File: src/rtl/txq_pkg.sv
package txq_pkg;

    typedef enum logic [1:0] {
        Q_OFF   = 2'd0,
        Q_EMPTY = 2'd1,
        Q_PART  = 2'd2,
        Q_FULL  = 2'd3
    } txq_state_e;

endpackage

File: src/rtl/txq_window.sv
module txq_window #(
    parameter int                DEPTH    = 16,
    parameter int                ADDR_W   = 8,
    parameter logic [ADDR_W-1:0] WIN_BASE = 8'h40
) (
    input  logic              bus_wr,
    input  logic [ADDR_W-1:0] bus_addr,
    output logic              wr_hit
);
    localparam int LSB_W = $clog2(DEPTH);

    generate
        if (LSB_W >= ADDR_W) begin : g_all
            // The window covers the whole address space.
            assign wr_hit = bus_wr;
        end else begin : g_dec
            // The low address bits pick a slot in the window and do not matter.
            assign wr_hit = bus_wr &&
                            (bus_addr[ADDR_W-1:LSB_W] == WIN_BASE[ADDR_W-1:LSB_W]);
        end
    endgenerate

endmodule

File: src/rtl/txq_ring.sv
module txq_ring #(
    parameter int DEPTH  = 16,
    parameter int DATA_W = 32
) (
    input  logic              clk,
    input  logic              rst_n,
    input  logic              en,
    input  logic              push,
    input  logic              pop,
    input  logic [DATA_W-1:0] wdata,
    output logic [DATA_W-1:0] head_data
);
    localparam int PTR_W = $clog2(DEPTH);
    localparam logic [PTR_W-1:0] LAST = PTR_W'(DEPTH - 1);

    logic [DATA_W-1:0] mem [DEPTH];
    logic [PTR_W-1:0]  wr_q, rd_q, rd_nxt;
    logic [DATA_W-1:0] head_q;

    function automatic logic [PTR_W-1:0] bump(input logic [PTR_W-1:0] p);
        return (p == LAST) ? '0 : p + 1'b1;
    endfunction

    always_comb begin
        if (!en)
            rd_nxt = '0;
        else if (pop)
            rd_nxt = bump(rd_q);
        else
            rd_nxt = rd_q;
    end

    always_ff @(posedge clk) begin
        if (push)
            mem[wr_q] <= wdata;
    end

    always_ff @(posedge clk or negedge rst_n) begin
        if (!rst_n) begin
            wr_q   <= '0;
            rd_q   <= '0;
            head_q <= '0;
        end else begin
            if (!en) begin
                wr_q <= '0;
                rd_q <= '0;
            end else begin
                if (push) wr_q <= bump(wr_q);
                if (pop)  rd_q <= bump(rd_q);
            end
            // If the new head slot is the one being written now, take the
            // word straight from the bus.
            if (push && (wr_q == rd_nxt))
                head_q <= wdata;
            else
                head_q <= mem[rd_nxt];
        end
    end

    assign head_data = head_q;

    // a disabled queue returns both pointers to the first slot.
    a_r6_ptr_reset: assert property (@(posedge clk) disable iff (!rst_n)
        !en |=> (wr_q == '0 && rd_q == '0));

    // a paired push and pop moves both pointers by one slot.
    a_r10_pair_step: assert property (@(posedge clk) disable iff (!rst_n)
        (en && push && pop) |=> ((wr_q - rd_q) == $past(wr_q - rd_q)));

endmodule

File: src/rtl/txq_ctrl.sv
module txq_ctrl
    import txq_pkg::*;
#(
    parameter int DEPTH = 16
) (
    input  logic clk,
    input  logic rst_n,
    input  logic en,
    input  logic wr_hit,
    input  logic pop_req,
    input  logic active,
    input  logic clr,
    output logic push_ok,
    output logic pop_ok,
    output logic fl_full,
    output logic fl_empty,
    output logic fl_half,
    output logic fl_avail,
    output logic fl_urun
);
    localparam int CNT_W = $clog2(DEPTH) + 1;
    localparam logic [CNT_W-1:0] DEPTH_C = CNT_W'(DEPTH);
    localparam logic [CNT_W-1:0] HALF_C  = CNT_W'(DEPTH / 2);

    txq_state_e       state_q, state_d;
    logic [CNT_W-1:0] cnt_q, cnt_d;
    logic             urun_q, urun_hit, none_held;

    assign none_held = (state_q == Q_OFF) || (state_q == Q_EMPTY);
    assign push_ok   = en && wr_hit && (state_q != Q_FULL);
    assign pop_ok    = en && pop_req && !none_held;
    assign urun_hit  = en && pop_req && active && none_held;

    always_comb begin
        if (!en)
            cnt_d = '0;
        else
            cnt_d = cnt_q + CNT_W'(push_ok) - CNT_W'(pop_ok);
    end

    // Next-state logic.
    always_comb begin
        state_d = state_q;
        if (!en) begin
            state_d = Q_OFF;                                  // go_off
        end else begin
            unique case (state_q)
                Q_OFF:   state_d = push_ok ? Q_PART : Q_EMPTY; // wake
                Q_EMPTY: if (push_ok) state_d = Q_PART;        // first_word
                Q_PART: begin
                    if (cnt_d == '0)          state_d = Q_EMPTY; // last_word
                    else if (cnt_d == DEPTH_C) state_d = Q_FULL; // top_off
                end
                Q_FULL:  if (pop_ok) state_d = Q_PART;         // drain
            endcase
        end
    end

    // State register.
    always_ff @(posedge clk or negedge rst_n) begin
        if (!rst_n) begin
            state_q <= Q_OFF;
            cnt_q   <= '0;
        end else begin
            state_q <= state_d;
            cnt_q   <= cnt_d;
        end
    end

    always_ff @(posedge clk or negedge rst_n) begin
        if (!rst_n)
            urun_q <= 1'b0;
        else if (urun_hit)
            urun_q <= 1'b1;
        else if (clr)
            urun_q <= 1'b0;
    end

    // Flag outputs.
    always_comb begin
        fl_full  = 1'b0;
        fl_empty = 1'b0;
        unique case (state_q)
            Q_OFF:   fl_empty = en;
            Q_EMPTY: fl_empty = en;
            Q_PART:  ;
            Q_FULL:  fl_full  = en;
        endcase
        fl_avail = en && !fl_empty;
        fl_half  = en && (cnt_q <= HALF_C);
        fl_urun  = en && urun_q;
    end

    a_r1_cnt_bound: assert property (@(posedge clk) disable iff (!rst_n)
        cnt_q <= DEPTH_C);

    a_r2_full_empty_excl: assert property (@(posedge clk) disable iff (!rst_n)
        !(fl_full && fl_empty));

    a_r5_urun_sticky: assert property (@(posedge clk) disable iff (!rst_n)
        (urun_q && !clr) |=> urun_q);

    a_r9_full_drop: assert property (@(posedge clk) disable iff (!rst_n)
        (en && state_q == Q_FULL && wr_hit && !pop_req) |=> (cnt_q == DEPTH_C));

    a_r11_empty_pop: assert property (@(posedge clk) disable iff (!rst_n)
        (en && cnt_q == '0 && pop_req && !wr_hit) |=> (cnt_q == '0));

endmodule

File: src/rtl/txq_buffer.sv
module txq_buffer #(
    parameter int                DEPTH    = 16,
    parameter int                DATA_W   = 32,
    parameter int                ADDR_W   = 8,
    parameter logic [ADDR_W-1:0] WIN_BASE = 8'h40
) (
    input  logic              clk,
    input  logic              rst_n,
    input  logic              tx_en,
    input  logic              bus_wr,
    input  logic [ADDR_W-1:0] bus_addr,
    input  logic [DATA_W-1:0] bus_wdata,
    input  logic              ser_pop,
    input  logic              ser_active,
    input  logic              urun_clr,
    output logic [DATA_W-1:0] ser_data,
    output logic              fl_full,
    output logic              fl_empty,
    output logic              fl_half,
    output logic              fl_avail,
    output logic              fl_urun
);
    logic wr_hit, push_ok, pop_ok;

    txq_window #(.DEPTH(DEPTH), .ADDR_W(ADDR_W), .WIN_BASE(WIN_BASE)) u_win (
        .bus_wr   (bus_wr),
        .bus_addr (bus_addr),
        .wr_hit   (wr_hit)
    );

    txq_ctrl #(.DEPTH(DEPTH)) u_ctrl (
        .clk      (clk),
        .rst_n    (rst_n),
        .en       (tx_en),
        .wr_hit   (wr_hit),
        .pop_req  (ser_pop),
        .active   (ser_active),
        .clr      (urun_clr),
        .push_ok  (push_ok),
        .pop_ok   (pop_ok),
        .fl_full  (fl_full),
        .fl_empty (fl_empty),
        .fl_half  (fl_half),
        .fl_avail (fl_avail),
        .fl_urun  (fl_urun)
    );

    txq_ring #(.DEPTH(DEPTH), .DATA_W(DATA_W)) u_ring (
        .clk       (clk),
        .rst_n     (rst_n),
        .en        (tx_en),
        .push      (push_ok),
        .pop       (pop_ok),
        .wdata     (bus_wdata),
        .head_data (ser_data)
    );

    // no flag is raised while the queue is disabled.
    a_r6_flags_off: assert property (@(posedge clk) disable iff (!rst_n)
        !tx_en |-> !(fl_full || fl_empty || fl_half || fl_avail || fl_urun));

    // exactly one of empty and data-available while enabled.
    a_r4_avail_inverse: assert property (@(posedge clk) disable iff (!rst_n)
        tx_en |-> $countones({fl_empty, fl_avail}) == 1);

endmodule

File: config.mk
export PLATFORM = sky130hd
export DESIGN_NAME = txq_buffer
export DESIGN_NICKNAME = d
export VERILOG_FILES = /design/src/rtl/txq_pkg.sv /design/src/rtl/txq_window.sv /design/src/rtl/txq_ring.sv /design/src/rtl/txq_ctrl.sv /design/src/rtl/txq_buffer.sv
export SDC_FILE = /design/constraint.sdc
export NUM_CORES = 1
export LEC_CHECK = 0
export ABC_CLOCK_PERIOD_IN_PS = 4800
export BUFFER_PORTS_ARGS = -buffer_cell sky130_fd_sc_hd__buf_2
export CAP_MARGIN = 25
export CORE_ASPECT_RATIO = 1.75
export CORE_MARGIN = 3
export CORE_UTILIZATION = 40
export DETAILED_ROUTE_END_ITERATION = 12
export SYNTH_ARGS = -nofsm -noshare
export SYNTH_HDL_FRONTEND = slang
export SYNTH_SLANG_ARGS = --single-unit
export TNS_END_PERCENT = 10
File: constraint.sdc
create_clock -name clk -period 4.8 [get_ports clk]
set_input_delay 0.24 -clock clk [delete_from_list [all_inputs] [get_ports clk]]
set_output_delay 0.24 -clock clk [all_outputs]
set_load 0.05 [all_outputs]
==> impl_metrics.csv <==
group,metric,value,unit
outcome,status,"finished, final reports clean",
sta,timing_hold_violations_final,0,
sta,tns,0,ns
worst_setup_path,ff2ff_setup_slack,1.31,ns
synthesis,ys_seq_area_share,73.4,%
cells_and_area,area_growth,13.0,%
synthesis,ys_seq_elements,560,
sta,final.setup.worst_slack,1.31,ns
sta,report.final.slew_viol_count,0,
power,ir_drop,0.227,mV
grt,antenna_found_initial,2,
grt,grt_usage,19.1,%
synthesis,ys.flop_type,"edfxtp_1",
synthesis,synth-async-reset-ratio,8.57,%
synthesis,synth.cell_area,0.0226,mm²
route,wl,56.9,mm
sta,slew-limit-headroom,31.1,%
worst_setup_path,cp_max_fo,16,
cts,clkLatencyLatePin,0.58,ns
synthesis,yosysUniqueCellTypes,50,
worst_setup_path,worstSetupPathType,"register to register",
cts,cts_tree,"done",
cts,cts_sinks,560,
worst_setup_path,path_cells,"nand2_1 > and4_1 > clkinv_1 > ha_1 > inv_1 > ha_1 > fa_1 > xor2_1 > o41ai_1 > a31oi_1",
route,viasPerCell,5.83,
placed_design,place_hpwl,28.6,mm
grt,grt_pass1_wl,84.6,mm
worst_hold_path,hold_path_end,"u_ring.mem[10][11]",
worst_hold_path,hp-class,"primary input to register",
route,ant_nets,0,
route,drt-initial-drc-count,1324,
worst_setup_path,reg2reg_from,"u_ctrl.state_q[1]",
cts,cts_setup_buffers,0,
placed_design,port_buffers,79,
die,coreArea,0.0556,mm²
die,die_area,0.0595,mm²
cells_and_area,n_fill_cell,4777,
worst_setup_path,arrival,3.92,ns
worst_setup_path,reg2reg_depth,10,
worst_setup_path,crit_top_cell,"ha_1",
die,initial_core_util,40.6,%
synthesis,synth_nets,1457,
worst_setup_path,endpoint_kind,"register",
route,num_vias,12800,
sta,rsz0062_at_grt,"no",
sta,post-route-min-period,3.49,ns
grt,grt_max_degree,141,
sta,skew,0.0156,ns
worst_setup_path,crit_family,"adder cells",
sta,max_slew.worst_pin.slew,1.03,ns
worst_setup_path,critPathRequiredTime,5.23,ns
sta,setup_viol_count_final,0,
cells_and_area,mostFrequentLayoutCells,"edfxtp_1, nand3_1, o21ai_0, o211ai_1, buf_2",
cts,cts_buffer_depth,3,
cells_and_area,layout_commonest_cell,"edfxtp_1",
synthesis,synth_cells,1397,
power,p_total,9770,µW
worst_setup_path,critPathMaxStageDelay,0.59,ns
route,drc_errors,0,
power,p_leak,0.00824,µW
placed_design,gp_congestion,0.740,
worst_hold_path,whs_path_depth,1,
route,post_drt_wl_per_cell,25.9,µm
cts,cts-htree-levels,2,
cells_and_area,layout.nets,1519,
cts,clk_pin_slew,0.07,ns
run,cap_viol_max_count,0,
synthesis,yosys_warnings,0,
route,dr.pass1.iters,5,
cells_and_area,drive_above_1_share,21.5,%
die,rows,114,
cts,cts_resized,0,
grt,grt_pass1_vias,13300,
sta,max_freq,286,MHz
die,dieHeight,320,µm
die,io_pins,84,
power,p_per_area,383,mW/mm²
worst_setup_path,crit_slowest_cell,"dfrtp_1",
placed_design,pre_cts_ws,1.28,ns
cells_and_area,final_util,45.9,%
cts,clockRootBuffer,"clkbuf_16",
die,die_x,186,µm
worst_setup_path,reg2reg_to,"u_ctrl.state_q[1]",
worst_setup_path,worst_setup_path_start_kind,"register",
cts,numCtsBuffers,49,
sta,min_period_over_period,72.8,%
synthesis,syn_avg_cell_area,16.2,µm²
grt,overflow,0,
worst_setup_path,cp_num_buf_inv,2,
worst_hold_path,hold_start,"bus_wdata[11]",
synthesis,synth_edf_count,512,
==> power by group <==
group	internal, µW	total (µW)	switching (µW)
Sequential	5330	5330	4.94
Combinational	42.3	174	131
Clock	2500	4260	1760
==> flip-flops by register name, summed over array words and instances, names as in the netlist <==
signal,count
u_ring.wr_q,4
u_ring.mem,512
u_ring.rd_q,4
u_ring.head_data,32
u_ctrl.cnt_q,5
u_ctrl.urun_q,1
u_ctrl.state_q,2
==> cell type report <==
type | count | area (µm²) | area share [%]
clock buffer | 66 | 1410 | 5.53
multi-input combinational | 719 | 5550 | 21.7
antenna | 1 | 2.50 | 0.00980
timing repair buffer | 116 | 726 | 2.84
sequential | 560 | 16600 | 64.9
tap | 696 | 871 | 3.41
clock inverter | 26 | 343 | 1.34
inverter | 13 | 53.8 | 0.211
==> logic make-up (layout without fill, tap and decap cells) <==
family | count (synthesis) | after routing | share of synthesized area, %
simple gates | 317 | 317 | 7.21
compound gates | 220 | 220 | 6.25
fa+ha+maj | 13 | 13 | 0.753
mux | 162 | 162 | 9.64
other cells | 0 | 1 | 0
flops | 560 | 560 | 73.4
xor+xnor | 7 | 7 | 0.271
buf+inv | 118 | 221 | 2.52
==> worst max-delay path by stage <==
stage	endpoint	cells after the start	slack, ns	start
detailed placement	u_ctrl.state_q[1]	10	1.28	tx_en
floorplan	u_ring.mem[15][0]	6	0.93	u_ctrl.state_q[1]
finish	u_ctrl.state_q[1]	10	1.31	u_ctrl.state_q[1]
global placement	u_ctrl.state_q[0]	11	1.28	tx_en
global route	u_ctrl.state_q[0]	11	1.01	u_ctrl.state_q[1]
CTS	u_ctrl.state_q[1]	10	1.28	u_ctrl.state_q[1]
==> layer usage <==
metal	share of wire, %	track usage [%]	vias to the layer above
li1	-	-	5636
met1	39	24.3	6634
met2	52	33.8	424
met3	5.3	2.47	102
met4	2.7	6.01	4
met5	0.037	0	-
==> synthesized netlist by cell type, drive strengths merged (2+ instances only) <==
cell / instances / area, µm²
edfxtp: 512 / 15400
nand3: 192 / 966
mux2: 125 / 1410
o21ai: 100 / 512
o211ai: 96 / 721
clkbuf: 64 / 240
dfrtp: 48 / 1200
nand2: 47 / 176
buf: 41 / 280
nand4: 33 / 206
mux4: 32 / 721
and2: 22 / 138
ha: 12 / 150
inv: 12 / 45.0
and3: 8 / 50.1
mux2i: 5 / 50.1
nor3: 5 / 25.0
xnor2: 5 / 43.8
a21oi: 4 / 20.0
a21boi: 3 / 22.5
a21o: 2 / 15.0
a22oi: 2 / 15.0
nand2b: 2 / 12.5
nor2: 2 / 7.51
nor4b: 2 / 17.5
o22ai: 2 / 12.5
o31ai: 2 / 15.0
xor2: 2 / 17.5
==> repair_timing <==
action,4_1_cts,5_1_grt
hold buffers,3,0
endpoints found under the hold margin,49,0
endpoints found under the setup margin,0,0
==> stage by stage <==
| step | hold slack (ns) | instances | area [µm²] |
|---|---|---|---|
| 2_1_floorplan | -0.0556 | 1397 | 22600 |
| 3_3_place_gp | 0.444 | 2100 | 23700 |
| 3_5_place_dp | 0.448 | 2101 | 23700 |
| 4_1_cts | 0.0167 | 2196 | 25500 |
| 5_1_grt | 0.0378 | 2196 | 25500 |
| 6_report | 0.0402 | 2197 | 25500 |
No activity file was read; power rests on OpenSTA's default activity.
